[src/rtl/wtl_pkg.sv]
package wtl_pkg;

    typedef enum logic [1:0] {
        S_IDLE = 2'd0,
        S_WALK = 2'd1,
        S_LINK = 2'd2
    } wtl_state_e;

endpackage

[src/rtl/wtl_rtc.sv]
module wtl_rtc #(
    parameter int TIME_W = 32
) (
    input  logic              clk,
    input  logic              rst_n,
    output logic [TIME_W-1:0] count
);

    always_ff @(posedge clk) begin
        if (!rst_n) count <= '0;
        else        count <= count + TIME_W'(1);
    end

endmodule

[src/rtl/wtl_node_ram.sv]
module wtl_node_ram #(
    parameter int DEPTH  = 8,
    parameter int PID_W  = 6,
    parameter int PRI_W  = 3,
    parameter int TIME_W = 32,
    localparam int PTR_W = $clog2(DEPTH + 1),
    localparam int IDX_W = (DEPTH > 1) ? $clog2(DEPTH) : 1
) (
    input  logic              clk,
    input  logic              rst_n,
    // field write port
    input  logic              fw_en,
    input  logic [PTR_W-1:0]  fw_addr,
    input  logic [PID_W-1:0]  fw_pid,
    input  logic [PRI_W-1:0]  fw_pri,
    input  logic [TIME_W-1:0] fw_time,
    // link write port
    input  logic              nw_en,
    input  logic [PTR_W-1:0]  nw_addr,
    input  logic [PTR_W-1:0]  nw_data,
    // read port L: all fields
    input  logic [PTR_W-1:0]  l_addr,
    output logic [PID_W-1:0]  l_pid,
    output logic [PRI_W-1:0]  l_pri,
    output logic [TIME_W-1:0] l_time,
    output logic [PTR_W-1:0]  l_next,
    // read port C: time and link
    input  logic [PTR_W-1:0]  c_addr,
    output logic [TIME_W-1:0] c_time,
    output logic [PTR_W-1:0]  c_next,
    // read port F: link only
    input  logic [PTR_W-1:0]  f_addr,
    output logic [PTR_W-1:0]  f_next
);

    logic [PID_W-1:0]  pid_q  [DEPTH];
    logic [PRI_W-1:0]  pri_q  [DEPTH];
    logic [TIME_W-1:0] time_q [DEPTH];
    logic [PTR_W-1:0]  next_q [DEPTH];

    for (genvar gi = 0; gi < DEPTH; gi++) begin : g_slot
        always_ff @(posedge clk) begin
            if (!rst_n) begin
                pid_q[gi]  <= '0;
                pri_q[gi]  <= '0;
                time_q[gi] <= '0;
            end else if (fw_en && fw_addr == PTR_W'(gi)) begin
                pid_q[gi]  <= fw_pid;
                pri_q[gi]  <= fw_pri;
                time_q[gi] <= fw_time;
            end
        end

        // at reset every slot is chained to its successor; the last one
        // points at DEPTH, which is the null pointer
        always_ff @(posedge clk) begin
            if (!rst_n)
                next_q[gi] <= PTR_W'(gi + 1);
            else if (nw_en && nw_addr == PTR_W'(gi))
                next_q[gi] <= nw_data;
        end
    end

    always_comb begin
        l_pid  = '0;
        l_pri  = '0;
        l_time = '0;
        l_next = PTR_W'(DEPTH);
        if (l_addr < PTR_W'(DEPTH)) begin
            l_pid  = pid_q[l_addr[IDX_W-1:0]];
            l_pri  = pri_q[l_addr[IDX_W-1:0]];
            l_time = time_q[l_addr[IDX_W-1:0]];
            l_next = next_q[l_addr[IDX_W-1:0]];
        end
    end

    always_comb begin
        c_time = '0;
        c_next = PTR_W'(DEPTH);
        if (c_addr < PTR_W'(DEPTH)) begin
            c_time = time_q[c_addr[IDX_W-1:0]];
            c_next = next_q[c_addr[IDX_W-1:0]];
        end
    end

    always_comb begin
        f_next = PTR_W'(DEPTH);
        if (f_addr < PTR_W'(DEPTH))
            f_next = next_q[f_addr[IDX_W-1:0]];
    end

endmodule

[src/rtl/timed_wake_list.sv]
module timed_wake_list
    import wtl_pkg::*;
#(
    parameter int DEPTH  = 8,
    parameter int PID_W  = 6,
    parameter int PRI_W  = 3,
    parameter int TIME_W = 32
) (
    input  logic              clk,
    input  logic              rst_n,
    input  logic              ins_valid,
    output logic              ins_ready,
    input  logic [PID_W-1:0]  ins_pid,
    input  logic [PRI_W-1:0]  ins_pri,
    input  logic [TIME_W-1:0] ins_time,
    output logic              full,
    output logic              wake_valid,
    output logic [PID_W-1:0]  wake_pid,
    output logic [PRI_W-1:0]  wake_pri,
    output logic [TIME_W-1:0] now
);

    localparam int PTR_W = $clog2(DEPTH + 1);
    localparam logic [PTR_W-1:0] NIL = PTR_W'(DEPTH);

    wtl_state_e state, state_nx;

    // head registers
    logic              head_valid;
    logic [PID_W-1:0]  head_pid;
    logic [PRI_W-1:0]  head_pri;
    logic [TIME_W-1:0] head_time;

    // list bookkeeping
    logic [PTR_W-1:0]  lst_ptr, free_ptr;
    logic [PTR_W-1:0]  pend_node, prev_ptr, cur_ptr;
    logic [TIME_W-1:0] pend_time;

    // storage interface
    logic              fw_en, nw_en;
    logic [PTR_W-1:0]  fw_addr, nw_addr, nw_data;
    logic [PID_W-1:0]  fw_pid;
    logic [PRI_W-1:0]  fw_pri;
    logic [TIME_W-1:0] fw_time;
    logic [PID_W-1:0]  l_pid;
    logic [PRI_W-1:0]  l_pri;
    logic [TIME_W-1:0] l_time, c_time;
    logic [PTR_W-1:0]  l_next, c_next, f_next;

    logic list_empty, free_empty, expired, is_idle;
    logic do_fire, do_ins, ins_front, walk_stop;
    logic [TIME_W-1:0] list_first_time;

    wtl_rtc #(.TIME_W(TIME_W)) u_rtc (
        .clk   (clk),
        .rst_n (rst_n),
        .count (now)
    );

    wtl_node_ram #(
        .DEPTH (DEPTH),
        .PID_W (PID_W),
        .PRI_W (PRI_W),
        .TIME_W(TIME_W)
    ) u_ram (
        .clk    (clk),
        .rst_n  (rst_n),
        .fw_en  (fw_en),
        .fw_addr(fw_addr),
        .fw_pid (fw_pid),
        .fw_pri (fw_pri),
        .fw_time(fw_time),
        .nw_en  (nw_en),
        .nw_addr(nw_addr),
        .nw_data(nw_data),
        .l_addr (lst_ptr),
        .l_pid  (l_pid),
        .l_pri  (l_pri),
        .l_time (l_time),
        .l_next (l_next),
        .c_addr (cur_ptr),
        .c_time (c_time),
        .c_next (c_next),
        .f_addr (free_ptr),
        .f_next (f_next)
    );

    assign list_first_time = l_time;
    assign list_empty = (lst_ptr == NIL);
    assign free_empty = (free_ptr == NIL);
    assign full       = head_valid && free_empty;
    assign expired    = head_valid && (now > head_time);
    assign is_idle    = (state == S_IDLE);
    assign do_fire    = is_idle && expired;
    assign ins_ready  = is_idle && !expired && !full;
    assign do_ins     = ins_valid && ins_ready;
    assign ins_front  = head_valid && (ins_time < head_time);
    // stop at the first node strictly later, so equal times queue behind
    assign walk_stop  = (cur_ptr == NIL) || (c_time > pend_time);

    // next-state logic
    always_comb begin
        state_nx = state;
        unique case (state)
            S_IDLE: if (do_ins && head_valid && !ins_front) state_nx = S_WALK;
            S_WALK: if (walk_stop) state_nx = S_LINK;
            S_LINK: state_nx = S_IDLE;
            default: state_nx = S_IDLE;
        endcase
    end

    // state register
    always_ff @(posedge clk) begin
        if (!rst_n) state <= S_IDLE;
        else        state <= state_nx;
    end

    // storage write controls
    always_comb begin
        fw_en   = 1'b0;
        fw_addr = free_ptr;
        fw_pid  = ins_pid;
        fw_pri  = ins_pri;
        fw_time = ins_time;
        nw_en   = 1'b0;
        nw_addr = NIL;
        nw_data = NIL;
        unique case (state)
            S_IDLE: begin
                if (do_fire) begin
                    if (!list_empty) begin
                        nw_en   = 1'b1;
                        nw_addr = lst_ptr;
                        nw_data = free_ptr;
                    end
                end else if (do_ins && head_valid) begin
                    fw_en = 1'b1;
                    if (ins_front) begin
                        fw_pid  = head_pid;
                        fw_pri  = head_pri;
                        fw_time = head_time;
                        nw_en   = 1'b1;
                        nw_addr = free_ptr;
                        nw_data = lst_ptr;
                    end
                end
            end
            S_WALK: begin
                if (walk_stop) begin
                    nw_en   = 1'b1;
                    nw_addr = pend_node;
                    nw_data = cur_ptr;
                end
            end
            S_LINK: begin
                if (prev_ptr != NIL) begin
                    nw_en   = 1'b1;
                    nw_addr = prev_ptr;
                    nw_data = pend_node;
                end
            end
            default: ;
        endcase
    end

    // head, list and walk registers
    always_ff @(posedge clk) begin
        if (!rst_n) begin
            head_valid <= 1'b0;
            head_pid   <= '0;
            head_pri   <= '0;
            head_time  <= '0;
            lst_ptr    <= NIL;
            free_ptr   <= '0;
            pend_node  <= NIL;
            prev_ptr   <= NIL;
            cur_ptr    <= NIL;
            pend_time  <= '0;
        end else begin
            unique case (state)
                S_IDLE: begin
                    if (do_fire) begin
                        if (list_empty) begin
                            head_valid <= 1'b0;
                        end else begin
                            head_pid  <= l_pid;
                            head_pri  <= l_pri;
                            head_time <= l_time;
                            lst_ptr   <= l_next;
                            free_ptr  <= lst_ptr;
                        end
                    end else if (do_ins) begin
                        if (!head_valid || ins_front) begin
                            head_valid <= 1'b1;
                            head_pid   <= ins_pid;
                            head_pri   <= ins_pri;
                            head_time  <= ins_time;
                            if (ins_front) begin
                                lst_ptr  <= free_ptr;
                                free_ptr <= f_next;
                            end
                        end else begin
                            pend_node <= free_ptr;
                            pend_time <= ins_time;
                            free_ptr  <= f_next;
                            prev_ptr  <= NIL;
                            cur_ptr   <= lst_ptr;
                        end
                    end
                end
                S_WALK: begin
                    if (!walk_stop) begin
                        prev_ptr <= cur_ptr;
                        cur_ptr  <= c_next;
                    end
                end
                S_LINK: begin
                    if (prev_ptr == NIL) lst_ptr <= pend_node;
                end
                default: ;
            endcase
        end
    end

    // outputs
    always_ff @(posedge clk) begin
        if (!rst_n) begin
            wake_valid <= 1'b0;
            wake_pid   <= '0;
            wake_pri   <= '0;
        end else begin
            wake_valid <= do_fire;
            if (do_fire) begin
                wake_pid <= head_pid;
                wake_pri <= head_pri;
            end
        end
    end

endmodule

[config.mk]
export PLATFORM = sky130hd
export DESIGN_NAME = timed_wake_list
export DESIGN_NICKNAME = d
export VERILOG_FILES = /design/src/rtl/wtl_pkg.sv /design/src/rtl/wtl_rtc.sv /design/src/rtl/wtl_node_ram.sv /design/src/rtl/timed_wake_list.sv
export SDC_FILE = /design/constraint.sdc
export NUM_CORES = 1
export LEC_CHECK = 0
export BUFFER_PORTS_ARGS = -buffer_cell sky130_fd_sc_hd__buf_2
export CORE_MARGIN = 2
export CORE_UTILIZATION = 40
export DETAILED_ROUTE_END_ITERATION = 7
export PLACE_DENSITY = 0.61
export SYNTH_ARGS = -nofsm -noshare
export SYNTH_HDL_FRONTEND = slang
export SYNTH_SLANG_ARGS = --single-unit
[constraint.sdc]
create_clock -name clk -period 8 [get_ports clk]
set_input_delay 2.4 -clock clk [delete_from_list [all_inputs] [get_ports clk]]
set_output_delay 2.4 -clock clk [all_outputs]
set_load 0.1 [all_outputs]
## Yosys cells after proc, flatten, opt, wreduce, memory -nomap -nowiden

Memory sizes are Yosys's and may differ from the RTL's. A register that Yosys moved wholly into a read port is not among the register bits.
Cells that the tools add are included.

- Flip-flop bits (word level): 138
- Bits in writable memories: 360
- Input port bits: 44
- Output and inout bits: 44
- Word-level logic and storage cells: 319
- Memories kept: 4

- $add $sub $neg: 1
- Magnitude comparators: 6
- Equal/unequal tests: 35
- Muxes and demuxes: 179
- Bitwise logic cells: 34
- Reduce and logical (&&, ||, !) cells: 45

Memories:

| name | words | bits a word | rd ports | clocked after Yosys merged registers in | wr ports | RTL line | text |
|---|---|---|---|---|---|---|---|
| u_ram.time_q | 8 | 32 | 2 | 2 | 8 | wtl_node_ram.sv:38 | `logic [TIME_W-1:0] time_q [DEPTH];` |
| u_ram.pid_q | 8 | 6 | 1 | 1 | 8 | wtl_node_ram.sv:36 | `logic [PID_W-1:0] pid_q [DEPTH];` |
| u_ram.next_q | 8 | 4 | 3 | 3 | 8 | wtl_node_ram.sv:39 | `logic [PTR_W-1:0] next_q [DEPTH];` |
| u_ram.pri_q | 8 | 3 | 1 | 1 | 8 | wtl_node_ram.sv:37 | `logic [PRI_W-1:0] pri_q [DEPTH];` |

Operators with widths:

| operator | number |
|---|---|
| 32-bit two-way mux | 18 |
| 4-bit two-way mux | 42 |
| 6-bit two-way mux | 17 |
| 3-bit two-way mux | 31 |
| 32-bit greater-than comparator | 2 |
| 1-bit two-way mux | 62 |
| 32-bit by 1-bit adder with 32-bit output (second input constant) | 1 |
| 4-bit by 3-bit == test with 1-bit output (second input constant) | 8 |
| 32-bit < comparator | 1 |
| 1-bit bitwise OR | 32 |
| 1-bit logical AND | 25 |
| 4-bit case mux with 2 select lines | 3 |
| 4-bit case mux with 3 select lines | 2 |
| 4-bit by 2-bit == test with 1-bit output (second input constant) | 4 |
| 4-bit == test (second input constant) | 4 |
| 4-bit AND reduction | 4 |
| 2-bit != test (second input constant) | 7 |
| 4-bit < comparator (second input constant) | 3 |
| 3-bit by 1-bit != test with 1-bit output (second input constant) | 3 |
| 4-bit by 1-bit == test with 1-bit output (second input constant) | 2 |
| 4-bit zero test | 2 |
| 2-bit nonzero test | 4 |
| 3-bit != test (second input constant) | 2 |
| 6-bit AND reduction | 1 |
| other kinds (13) | 20 |

## Longest topological paths before layout

- Depth in word-level cells: 16
- Depth in mapped cells: 17
- Depth with buffers taken out: 13

## Cells and area by module

Synthesis repeated with hierarchy kept, for this count alone.

- Cell total of the unflattened synthesis: 2,260
- Area total of the unflattened synthesis: 27,951.8 um2

By module, submodules not included:

| module | times used | cells each | area an instance (um2) |
|---|---|---|---|
| wtl_node_ram | 1 | 1,228 | 18,953.2 |
| timed_wake_list | 1 | 874 | 7,492.2 |
| wtl_rtc | 1 | 158 | 1,506.4 |

## Least setup slack after synthesis

OpenSTA, ideal clock, no wires.

- Kind: register -> register
- From: register u_rtc.count[0]
- To: memory u_ram.pid_q[1][0] (enable)
- Setup time: 496 ps
- Arrival: 6,017 ps
- Setup slack: 1,487 ps
- Stages on the path, launching flop included: 11
- Path buffers: 0
- Cells stage by stage: dfxtp_1 > inv_1 > ha_1 > nand4_1 > or4_4 > or3b_4 > a31oi_4 > nor2_4 > nand2_1 > or4_1 > o21ai_0

RTL lines:

| element | RTL line | text |
|---|---|---|
| start, declared | wtl_rtc.sv:6 | `output logic [TIME_W-1:0] count` |
| start signal, assigned | wtl_rtc.sv:11 | `else count <= count + TIME_W'(1);` |
| end, declared | wtl_node_ram.sv:36 |  |

## Worst setup path in the final report

- From: register u_rtc.count[15]
- To: output port ins_ready

- Cells in the longest elaborated chain, start to end: 5

Ends and longest elaborated chain:

| element | RTL line | text |
|---|---|---|
| 32-bit greater-than comparator | timed_wake_list.sv:92 | `assign expired = head_valid && (now > head_time);` |
| 1-bit logical AND | timed_wake_list.sv:92 |  |
| 1-bit zero test | timed_wake_list.sv:95 | `assign ins_ready = is_idle && !expired && !full;` |
| 1-bit logical AND (2 in series) | timed_wake_list.sv:95 |  |
| end, declared | timed_wake_list.sv:12 | `output logic ins_ready,` |

No other way between the ends.

==> flow_metrics.tcl <==
set metrics [dict create \
    outcome "complete, no violations" \
    setup-violations-final 0 \
    synth.top_cell.area_share_pct 40.35 \
    gp_congestion 0.9429 \
    path_buf_inv 1 \
    antenna_violations_before_repair 7 \
    detailroute.via_count 19570 \
    syn-num-nets 2460 \
    timing.critical_path.fanout_max 8 \
    syn2layout_area_growth_pct 11.74 \
    remaining_drc_errors 0 \
    finalCriticalPeriod_ns 6.266 \
    grt_pass1_wl_um 124000 \
    cp_data_required_time_ns 5.60 \
    setup_tns_ns 0 \
    synth_sequential_area_ratio_pct 51.34 \
    timing.rr.end "u_ram.next_q[5][3]" \
    clock_latency_ns 0.61 \
    cp.arrival_ns 3.87 \
    initial_core_util_pct 40.60 \
    synth_top_area_cells "edfxtp_1 (40%), mux4_2 (14%), dfxtp_1 (11%)" \
    ratio_of_final_minimum_period_to_clock_period_pct 78.32 \
    synth_commonest_cells "nor2_1 (601), edfxtp_1 (360), mux4_2 (170)" \
    cts.reportedPaths.clkPinSlew_ns 0.06 \
    tritoncts "built" \
    cts_buffer_depth 3 \
    hold_class "flop to flop" \
    synth_async_sr_flop_share_pct 0 \
    final_antenna_net_count 0 \
    critical_path.cell_chain "ha_1 > a21oi_1 > o21ai_0 > a21oi_1 > a31oi_4 > nor2_4 > nand2_1 > nor2_1 > buf_2" \
    rsz0062_at_grt "false" \
    critical_path_class "flop to primary output" \
    grt_use_total_pct 23.78 \
    number_of_cells_upsized_or_downsized_after_cts 0 \
    synth_cell_type_count 73 \
    synth.most_common_cell "nor2_1" \
    final-hold-violation-count 0 \
    ys_seq_elements 507 \
    fin_worst_skew_ns 0.02010 \
    design.die.area_um2 69060 \
    synth_area_per_cell_um2 11.55 \
    power_density_nw_per_um2 216.2 \
    routed_via_density 6.011 \
    cts_inserted_buffers 54 \
    critical-path-top-cell-by-count "a21oi_1" \
    floorplan.die.width_um 262.8 \
    routed_wire_length_per_instance_um 25.51 \
    leakagePower_uw 0.01071 \
    htree_levels 2 \
    cts.root.buffer_cell "clkbuf_16" \
    cap_violations 0 \
    post_synth_inst_count 2320 \
    synth.cell_area_um2 26790 \
    reg2reg_depth 14 \
    hold_start "wake_pri[0]" \
    synth-main-ff-cell "edfxtp_1" \
    core_area_um2 65980 \
    max-slew-margin-rel_pct 23.14 \
    hold_ws_ns 0.4568 \
    io_pins 88 \
    largest_net_degree_at_the_start_of_global_routing 67 \
    num_rows 94 \
    worstMarginPinSlew_ns 1.141 \
    detail_route.iter0.violations 1888 \
    max_stage_delay_ns 0.65 \
    layout.nets 2485 \
    die_y_um 262.8 \
    synth-warning-count 0 \
    post-dp-hpwl_um 52140 \
    vdd.ir_drop.worst_uv 144.6 \
    critical_path.startpoint_type "flop" \
    utilization_pct 45.37 \
    cpLargestDelayFamily "compound AO/OA/AOI/OAI gates" \
    routed_wirelength_um 83030 \
    setup.worst_path.end_class "primary output" \
    timing.fmax_mhz 159.6 \
    whs_endpoint "wake_pri[0]" \
    final_max_slew_viol_count 0 \
    overflow 0 \
    numPortBuffers 87 \
    worst-r2r-setup-slack_ns 2.10 \
    clock-sinks 507 \
    whs_path_depth 2 \
    synth_largest_area_cell "edfxtp_1" \
    cts_setup_buffers 0 \
    drt_first_pass_iters 5 \
    worst_path_max_delay_cell "a21oi_1" \
    post_cts_hold_buffer_count 0 \
    first_global_vias 19740 \
    synth_edf_count 360 \
    post_route_cells_drive_above_1_share_pct 18.21 \
]
==> metal layers <==
layer  vias up  share of wire (%)  global-route usage (%)
met5         -              0.070                       0
met4        10                3.3                   9.444
met3       166                7.5                   3.392
met2       876                 49                   40.35
met1      9872                 40                   30.74
li1       8641                  -                       -
==> power breakdown <==
group	switching, uW	internal, uW
logic	538	342
registers	122	2920
clock network	1080	1460
==> kinds of logic (layout without fill, tap and decap cells) <==
family,after synthesis,in the layout,share of synthesized area (%)
simple gates,898,898,14.31
flops,507,507,51.34
mux,303,303,19.28
compound gates,266,266,6.492
buf+inv,225,294,3.283
fa+ha+maj,96,96,4.484
xor+xnor,25,25,0.8173
other cells,0,2,0
==> area by class of cell <==
type	count	area (um^2)
diodes	2	5.005
clock buffers	61	1409
clock inverters	39	371.6
fillers	5972	36050
inverters	74	280.3
multi-input cells	1588	12330
flip-flops and latches	507	13770
well taps	864	1081
repair buffers	120	683.2
==> stage by stage <==
step	setup WS (ns)	cell area, um^2	std cells	total power [uW]
2_1_floorplan	1.487	26790	2320	3664
3_3_place_gp	1.663	28150	3153	3945
3_5_place_dp	1.536	28150	3153	3972
4_1_cts	1.759	29930	3253	6484
5_1_grt	1.677	29930	3255	6679
6_report	1.734	29930	3255	6472
==> cell usage in the layout (no fill, tap or decap), types with 16 or more instances in the layout <==
master / count
xor2_1: 18
mux2i_1: 130
edfxtp_1: 360
buf_4: 33
buf_2: 87
a311oi_1: 36
nor3_1: 34
clkbuf_16: 55
nand3_1: 35
inv_1: 73
nand4_1: 31
nor2_1: 601
ha_1: 96
a211oi_1: 26
clkinv_2: 16
o21ai_0: 33
dfxtp_1: 141
nand2_1: 107
mux4_2: 170
a21oi_1: 108
==> worst max path at each step <==
stage	startpoint	endpoint	slack [ns]	depth (start not counted)
global placement	ins_time[2]	u_ram.time_q[2][2]	1.66	11
floorplan	u_rtc.count[0]	u_ram.pid_q[1][0]	1.49	10
finish	u_rtc.count[15]	ins_ready	1.73	9
detailed placement	ins_time[2]	u_ram.time_q[2][2]	1.54	11
global route	u_rtc.count[15]	ins_ready	1.68	9
CTS	u_rtc.count[15]	ins_ready	1.76	9
==> sequential cells by signal, summed over array words and instances, names as in the netlist, named ones only <==
signal,flops
u_ram.time_q,256
u_ram.pid_q,48
head_time,32
pend_time,32
u_ram.next_q,32
u_rtc.count,32
u_ram.pri_q,24
head_pid,6
wake_pid,6
cur_ptr,4
free_ptr,4
lst_ptr,4
pend_node,4
prev_ptr,4
head_pri,3
wake_pri,3
state,2
head_valid,1
wake_valid,1
==> tightest hold or removal path, cell delays in order (launching register included) <==
cell and delay (ns):
dfxtp_1 0.31, nand2_1 0.05, a21oi_1 0.05
(Power assumes the default switching activity.)
